## src/rtl/div_pkg.sv

```systemverilog
package div_pkg;

  typedef enum logic [1:0] {
    ST_IDLE = 2'd0,
    ST_RUN  = 2'd1,
    ST_FIN  = 2'd2
  } divState_t;

  // strobes from the sequencer to the datapath
  typedef struct packed {
    logic load;  // capture operands, apply the initial left shift
    logic step;  // one subtract / restore / shift iteration
  } divCtrl_t;

endpackage

```

## src/rtl/div_ctrl.sv

```systemverilog
module div_ctrl
  import div_pkg::*;
#(
  parameter int WIDTH = 32
) (
  input  logic     clk,
  input  logic     rstN,
  input  logic     start,
  output divCtrl_t ctrl,
  output logic     busy,
  output logic     done
);

  localparam int CntW = $clog2(WIDTH + 1);
  localparam logic [CntW-1:0] LastStep = CntW'(WIDTH - 1);

  divState_t state;
  logic [CntW-1:0] stepCnt;

  always_ff @(posedge clk or negedge rstN) begin
    if (!rstN) begin
      state   <= ST_IDLE;
      stepCnt <= '0;
    end else begin
      unique case (state)
        ST_IDLE: begin
          if (start) begin
            state   <= ST_RUN;
            stepCnt <= '0;
          end
        end
        ST_RUN: begin
          stepCnt <= stepCnt + 1'b1;
          if (stepCnt == LastStep) state <= ST_FIN;
        end
        ST_FIN:  state <= ST_IDLE;
        default: state <= ST_IDLE;
      endcase
    end
  end

  always_comb begin
    ctrl.load = (state == ST_IDLE) && start;
    ctrl.step = (state == ST_RUN);
  end

  assign busy = (state == ST_RUN);
  assign done = (state == ST_FIN);

  // completion lasts a single cycle
  assert_done_single_R2: assert property (@(posedge clk) disable iff (!rstN)
    done |=> !done);

  // completion only follows a running division
  assert_done_after_run_R2: assert property (@(posedge clk) disable iff (!rstN)
    done |-> $past(busy));

  // step counter never passes the operand width while running
  assert_count_bound_R2: assert property (@(posedge clk) disable iff (!rstN)
    busy |-> (stepCnt < CntW'(WIDTH)));

  // a request during a run does not restart or stall it
  assert_start_ignored_R6: assert property (@(posedge clk) disable iff (!rstN)
    (busy && start) |=> (busy || done));

endmodule

```

## src/rtl/div_datapath.sv

```systemverilog
module div_datapath
  import div_pkg::*;
#(
  parameter int WIDTH = 32
) (
  input  logic             clk,
  input  logic             rstN,
  input  divCtrl_t         ctrl,
  input  logic             signedMode,
  input  logic [WIDTH-1:0] dividend,
  input  logic [WIDTH-1:0] divisor,
  output logic [WIDTH-1:0] quotient,
  output logic [WIDTH-1:0] remainder
);

  // one guard bit above the upper part keeps 2*partial remainder exact
  localparam int RegW = 2 * WIDTH + 1;
  localparam int UpW  = WIDTH + 1;
  localparam int DifW = WIDTH + 2;

  logic [RegW-1:0]  remReg;
  logic [WIDTH-1:0] dvsReg;
  logic             negQ;
  logic             negR;

  logic             dvdNeg, dvsNeg;
  logic [WIDTH-1:0] absDvd, absDvs;
  logic [UpW-1:0]   upper;
  logic [DifW-1:0]  diff;
  logic             isNeg;
  logic [UpW-1:0]   keptUpper;
  logic [RegW-1:0]  stepNext;
  logic [WIDTH-1:0] magQ, magR;

  always_comb begin
    dvdNeg = signedMode & dividend[WIDTH-1];
    dvsNeg = signedMode & divisor[WIDTH-1];
    absDvd = dvdNeg ? (~dividend + 1'b1) : dividend;
    absDvs = dvsNeg ? (~divisor + 1'b1) : divisor;
  end

  always_comb begin
    upper     = remReg[RegW-1:WIDTH];
    diff      = {1'b0, upper} - {2'b00, dvsReg};
    isNeg     = diff[DifW-1];
    keptUpper = isNeg ? upper : diff[UpW-1:0];
    stepNext  = {keptUpper[UpW-2:0], remReg[WIDTH-1:0], ~isNeg};
  end

  always_ff @(posedge clk or negedge rstN) begin
    if (!rstN) begin
      remReg <= '0;
      dvsReg <= '0;
      negQ   <= 1'b0;
      negR   <= 1'b0;
    end else if (ctrl.load) begin
      remReg <= {{WIDTH{1'b0}}, absDvd, 1'b0};
      dvsReg <= absDvs;
      negQ   <= dvdNeg ^ dvsNeg;
      negR   <= dvdNeg;
    end else if (ctrl.step) begin
      remReg <= stepNext;
    end
  end

  always_comb begin
    magQ      = remReg[WIDTH-1:0];
    magR      = remReg[RegW-1:WIDTH+1];
    quotient  = negQ ? (~magQ + 1'b1) : magQ;
    remainder = negR ? (~magR + 1'b1) : magR;
  end

  // the partial remainder entering a step stays below twice the divisor
  assert_partial_bound_R3: assert property (@(posedge clk) disable iff (!rstN)
    (ctrl.step && (dvsReg != '0)) |-> (upper < {dvsReg, 1'b0}));

  // the sequencer never loads and steps in the same cycle
  assert_strobe_exclusive_R2: assert property (@(posedge clk) disable iff (!rstN)
    !(ctrl.load && ctrl.step));

  // with no strobe the stored result does not move
  assert_result_hold_R5: assert property (@(posedge clk) disable iff (!rstN)
    (!ctrl.load && !ctrl.step) |=> ($stable(quotient) && $stable(remainder)));

endmodule

```

## src/rtl/seq_divider.sv

```systemverilog
module seq_divider
  import div_pkg::*;
#(
  parameter int WIDTH = 32
) (
  input  logic             clk,
  input  logic             rstN,
  input  logic             start,
  input  logic             signedMode,
  input  logic [WIDTH-1:0] dividend,
  input  logic [WIDTH-1:0] divisor,
  output logic             busy,
  output logic             done,
  output logic [WIDTH-1:0] quotient,
  output logic [WIDTH-1:0] remainder
);

  divCtrl_t ctrl;

  div_ctrl #(.WIDTH(WIDTH)) u_ctrl (
    .clk   (clk),
    .rstN  (rstN),
    .start (start),
    .ctrl  (ctrl),
    .busy  (busy),
    .done  (done)
  );

  div_datapath #(.WIDTH(WIDTH)) u_dp (
    .clk        (clk),
    .rstN       (rstN),
    .ctrl       (ctrl),
    .signedMode (signedMode),
    .dividend   (dividend),
    .divisor    (divisor),
    .quotient   (quotient),
    .remainder  (remainder)
  );

  // busy and done never overlap
  assert_busy_done_apart_R2: assert property (@(posedge clk) disable iff (!rstN)
    !(busy && done));

endmodule

```

## config.mk

```make
export PLATFORM = sky130hd
export DESIGN_NAME = seq_divider
export DESIGN_NICKNAME = d
export VERILOG_FILES = /design/src/rtl/div_pkg.sv /design/src/rtl/div_ctrl.sv /design/src/rtl/div_datapath.sv /design/src/rtl/seq_divider.sv
export SDC_FILE = /design/constraint.sdc
export NUM_CORES = 1
export LEC_CHECK = 0
export BUFFER_PORTS_ARGS = -buffer_cell sky130_fd_sc_hd__clkbuf_2
export CAP_MARGIN = 10
export CORE_MARGIN = 1
export CORE_UTILIZATION = 41
export DETAILED_ROUTE_END_ITERATION = 7
export SETUP_SLACK_MARGIN = 0.02
export SLEW_MARGIN = 10
export SYNTH_ARGS = -nofsm -noshare
export SYNTH_HDL_FRONTEND = slang
export SYNTH_HIERARCHICAL = 1
export SYNTH_SLANG_ARGS = --single-unit
```

## constraint.sdc

```tcl
create_clock -name clk -period 4.34 [get_ports clk]
set_input_delay 0.434 -clock clk [delete_from_list [all_inputs] [get_ports clk]]
set_output_delay 0.434 -clock clk [all_outputs]
set_load 0.05 [all_outputs]
```

# --- Word-level counts from Yosys, hierarchy flattened ---
# Index checks and enable logic that the tools add are counted.
classes:
  n_lt_le_gt_ge: 0
  reduce_logical: 6
  shifts: 0
  muxes: 12
  n_eq_ne: 5
  add_sub_neg: 6
  bitwise_logic: 8
  multipliers: 0
  div_mod_pow: 0
ops:
  columns: ["op", "count"]
  rows:
  - ["32-bit 2-to-1 mux", 5]
  - ["65-bit 2-to-1 mux", 2]
  - ["32-bit by 1-bit adder with 32-bit output, second input constant", 4]
  - ["32-bit NOT", 4]
  - ["33-bit by 32-bit subtractor with 34-bit output", 1]
  - ["6-bit case mux with 2 select lines", 1]
  - ["6-bit by 1-bit adder with 6-bit output, second input constant", 1]
  - ["6-bit by 5-bit equality test with 1-bit output, second input constant", 1]
  - ["6-bit 2-to-1 mux", 1]
  - ["2-bit 2-to-1 mux", 2]
  - ["2-bit case mux with 2 select lines", 1]
  - ["2-bit AND reduction", 2]
  - ["2-bit nonzero test", 2]
  - ["1-bit bitwise AND", 2]
  - ["2-bit by 1-bit equality test with 1-bit output, second input constant", 1]
  - ["2-bit equality test, second input constant", 1]
  - ["2-bit logical NOT", 1]
  - ["2-bit by 1-bit inequality test with 1-bit output, second input constant", 1]
  - ["2-bit inequality test, second input constant", 1]
  - ["1-bit logical AND", 1]
  - ["1-bit NOT", 1]
  - ["1-bit bitwise XOR", 1]
totals:
  latch_bits: 0
  mem_bits_ro: 0
  ff_bits: 107
  ramBits: 0
  memories: 0
  in_bits: 68
  output_inout_bits: 66
  word_cells: 43

# --- Logic depth before layout (Yosys ltp) ---
logic_depth:
  ltp_word: 4
  ltp_mapped: 13
  mapped_depth_nobuf: 13

# --- By module ---
# Netlist, hierarchy kept.
modules_own_cells:
  columns: ["mod", "area_per_inst_um2", "cells_per_inst", "n_inst", "seq_area_each_um2"]
  rows:
  - ["div_datapath", 8444.3, 1033, 1, 2477.4]
  - ["div_ctrl", 410.4, 36, 1, 200.2]

# --- Least setup slack after synthesis ---
# Ideal clock, no wire load.
synth_path:
  path_kind: "register -> output"
  from: "register u_dp.remReg[33]"
  to: "output remainder[26]"
  stages_incl_launch_ff: 10
  path_buffers: 0
  t_required_ns: 3.906
  slack_ns: 0.835
  arrival_time_ns: 3.071
  path_cell_list: "dfrtp_1 inv_1 ha_1 nand2_1 or3_1 nand2b_1 or4_1 o31ai_1 nand2_1 xnor2_1"
synth_between:
  elab_chain_len: 3
synth_rtl:
  columns: ["item", "line_no", "source"]
  rows:
  - ["start, declared", "div_datapath.sv:21", "logic [RegW-1:0] remReg;"]
  - ["start signal, assigned", "div_datapath.sv:57", "remReg <= {{WIDTH{1'b0}}, absDvd, 1'b0};"]
  - ["start signal, assigned", "div_datapath.sv:62", "remReg <= stepNext;"]
  - ["32-bit NOT", "div_datapath.sv:70", "remainder = negR ? (~magR + 1'b1) : magR;"]
  - ["32-bit by 1-bit adder with 32-bit output", "div_datapath.sv:70", null]
  - ["32-bit 2-to-1 mux", "div_datapath.sv:70", null]
  - ["end, declared", "seq_divider.sv:15", "output logic [WIDTH-1:0] remainder"]
# Every way passes these cells.

# --- Worst setup path in the final report ---
layout_path:
  from: "register u_dp.remReg[0]"
  to: "output quotient[26]"
layout_between:
  elab_chain_len: 3
layout_rtl:
  columns: ["item", "line_no", "source"]
  rows:
  - ["32-bit NOT", "div_datapath.sv:69", "quotient = negQ ? (~magQ + 1'b1) : magQ;"]
  - ["32-bit by 1-bit adder with 32-bit output", "div_datapath.sv:69", null]
  - ["32-bit 2-to-1 mux", "div_datapath.sv:69", null]
  - ["end, declared", "seq_divider.sv:14", "output logic [WIDTH-1:0] quotient,"]
# Every way passes these cells.

==> results_dict.tcl <==
set metrics [dict create \
    status "complete, no violations" \
    diodes 0 \
    cp-end-kind "primary output" \
    placed_area_mm2 0.009794 \
    slowest_delay_ps 470 \
    power_density_mw_per_mm2 801.8 \
    required_ps 3910 \
    utilization_pct 47.91 \
    grt_usage_pct 20.60 \
    fin_cells 1454 \
    critical_path.max_fanout 4 \
    crit_top_cell "or3_1" \
    drc 0 \
    crit_chain "inv_1, ha_1, nand2b_1, or4_1, nor2_1, nand2_1, or3_1, or3_1, nand2b_4, o41ai_2, xnor2_1, clkbuf_2" \
    drt_iter0_markers 325 \
    ys_ff_latch 107 \
    synth_ff_type "dfrtp_1" \
    antenna_found_initial 0 \
    ys_seq_area_share_pct 30.24 \
    crit_path_start_kind "flop" \
    vias_per_cell 5.316 \
    synth_cells 1069 \
    design_area_mm2 0.01010 \
    overflow 0 \
    cp_num_buf_inv 2 \
    rows 53 \
    pre_cts_ws_ps 720.4 \
    clk_pin_slew_ps 70 \
    synth_nets 1175 \
    fin_setup_tns_ps 0 \
    htreeDepth 3 \
    ys_types 67 \
    grt_start_max_net_pins 83 \
    skew_ps 9.096 \
    cts_tree "yes" \
    layout_commonest_cell "clkbuf_2" \
    clock-sinks 107 \
    final_cell_mix "clkbuf_2, dfrtp_1, nor2_1" \
    power_leakage_uw 0.004556 \
    rsz0062_at_grt "no" \
    timing.final.ws_setup_ps 361.6 \
    hold_class "in2async" \
    syn2layout_area_growth_pct 14.09 \
    die_h_um 149.0 \
    io_buffers 133 \
    tightestPinTransition_ps 1005 \
    core_area_mm2 0.02109 \
    grt_pass1_vias 7530 \
    syn_avg_cell_area_um2 8.283 \
    grt_pass1_wl_um 36690 \
    netlist_top_cells_area "dfrtp_1, xnor2_1, mux2i_1" \
    ctsResizeCount 0 \
    final_max_slew_viol_count 0 \
    routedWlPerCell_um 15.19 \
    worstPathArrival_ps 3540 \
    ant_nets 0 \
    routed_wirelength_um 22090 \
    clock_latency_ps 360 \
    hpwl_um 16950 \
    fin_nets 1280 \
    vdd_drop_max_v 0.0004713 \
    nFillCells 2105 \
    postCtsSetupBuffers 0 \
    path_delay_family "simple AND/OR/NAND/NOR gates" \
    critPathKind "reg2out" \
    vias 7730 \
    ys_async_sr_fraction_pct 100.0 \
    die_x_um 149.0 \
    maxCapViolations 0 \
    postCtsHoldBufs 0 \
    yosys_warnings 6 \
    gp_congestion 0.8367 \
    die_area_mm2 0.02219 \
    fmaxAchievable_mhz 251.4 \
    slew_headroom_pct 32.99 \
    drtPass1Iterations 5 \
    floorplan.initialDensity_pct 41.99 \
    cts_buffers 9 \
    synth_edf_count 0 \
    cpMaxStageDelayCell "or4_1" \
    dp.cells 1438 \
    synth_area_leader_cell "dfrtp_1" \
    root_buffer "clkbuf_16" \
    final.period_utilization_pct 91.67 \
    setup_viol 0 \
    drive_gt1_share_pct 16.20 \
    cts_buffer_depth 2 \
    synth_area_mm2 0.008855 \
    synth_top_area_share_pct 30.24 \
    io_pins 134 \
    hold_viol 0 \
    fin_crit_ps 3978 \
]
==> worst paths after layout <==
kind / depth (start not counted) / slack [ps] / endpoint / startpoint
max in group asynchronous: 2 / 3360 / u_dp/remReg[46] / rstN
worst max register to register: 11 / 800 / u_dp/remReg[34] / u_dp/remReg[58]
worst max-delay path: 12 / 360 / quotient[26] / u_dp/remReg[0]
worst min-delay path: 1 / 10 / u_dp/remReg[7] / rstN
min in group clk: 3 / 370 / u_dp/dvsReg[1] / divisor[1]
worst min register to register: 1 / 510 / u_ctrl/stepCnt[3] / u_ctrl/stepCnt[3]
==> layout make-up <==
type | instances | area (um2) | share of cell area [%]
repair buffers | 145 | 783.3 | 7.753
flip-flops and latches | 107 | 2678 | 26.50
well taps | 275 | 344.1 | 3.406
multi-input cells | 850 | 5757 | 56.99
clock buffers | 15 | 277.8 | 2.750
inverters | 61 | 232.7 | 2.304
clock inverters | 1 | 30.03 | 0.2973
==> power by group <==
part / switching [uW] / internal [uW] / leakage [uW]
Sequential: 587 / 1380 / 0.00126
Clock: 373 / 497 / 0.000150
Combinational: 3340 / 1920 / 0.00314
Total: 4300 / 3800 / 0.00456
==> stage by stage <==
stage | hold slack [ps] | total power [uW]
final | 12.61 | 8100
after detailed placement | 400.8 | 7254
after floorplan | 138.4 | 6099
after CTS | 14.73 | 8156
after global routing | 48.75 | 8730
after global placement | 403.6 | 7202
==> registers in the layout, summed over array words and instances, names as in the netlist <==
name            flops
u_ctrl/stepCnt      6
u_ctrl/state        2
u_dp/dvsReg        32
u_dp/negR           1
u_dp/remReg        65
u_dp/negQ           1
==> cells in the mapped netlist, drive strengths merged, types with 3 or more instances <==
library cell  number
and2               6
a211oi            37
o21ai             79
o211ai             4
o21bai             4
xnor2            104
nor4              11
nor2b             11
nor3              18
or2                5
a2111oi            3
and3               4
ha                37
nand2             93
a31oi              8
xor2              42
o41ai             14
nand2b            12
buf               10
or4               17
or3               11
clkbuf            41
a21oi             84
inv               60
mux2i             49
o21a               3
dfrtp            107
a21o              12
o31ai             26
nand3             17
mux2               3
nor2             106
nor3b              4
==> cells by family (layout without fill, tap and decap cells) <==
family | count (synthesis) | in the layout | share of synthesized area, %
AOI/OAI and AO/OA | 291 | 291 | 21.32
xor gates and xnor gates | 146 | 146 | 14.44
adders and majority gates | 38 | 38 | 5.454
buffers and inverters | 112 | 222 | 4.917
DFF | 107 | 107 | 30.24
muxes | 52 | 52 | 5.921
and+or+nand+nor | 323 | 323 | 17.71
==> worst register-to-register path, stage by stage (launching register included) <==
cell and delay, ps:
dfrtp_1 440, ha_1 390, a21o_1 240, a21o_1 180
a21oi_1 270, o21bai_1 140, a2111oi_0 740, a31oi_4 230
buf_4 340, nor2_1 180, a21oi_1 50, a211oi_1 250
==> metal layers <==
metal / global-route usage, % / up-vias / wire length [um]
met5: 0 / - / 0
met4: 6.939 / 0 / 403
met3: 2.661 / 23 / 824
met2: 34.47 / 150 / 10260
met1: 27.33 / 3554 / 10610
li1: - / 4003 / -
No activity file was read; power rests on OpenSTA's default activity.
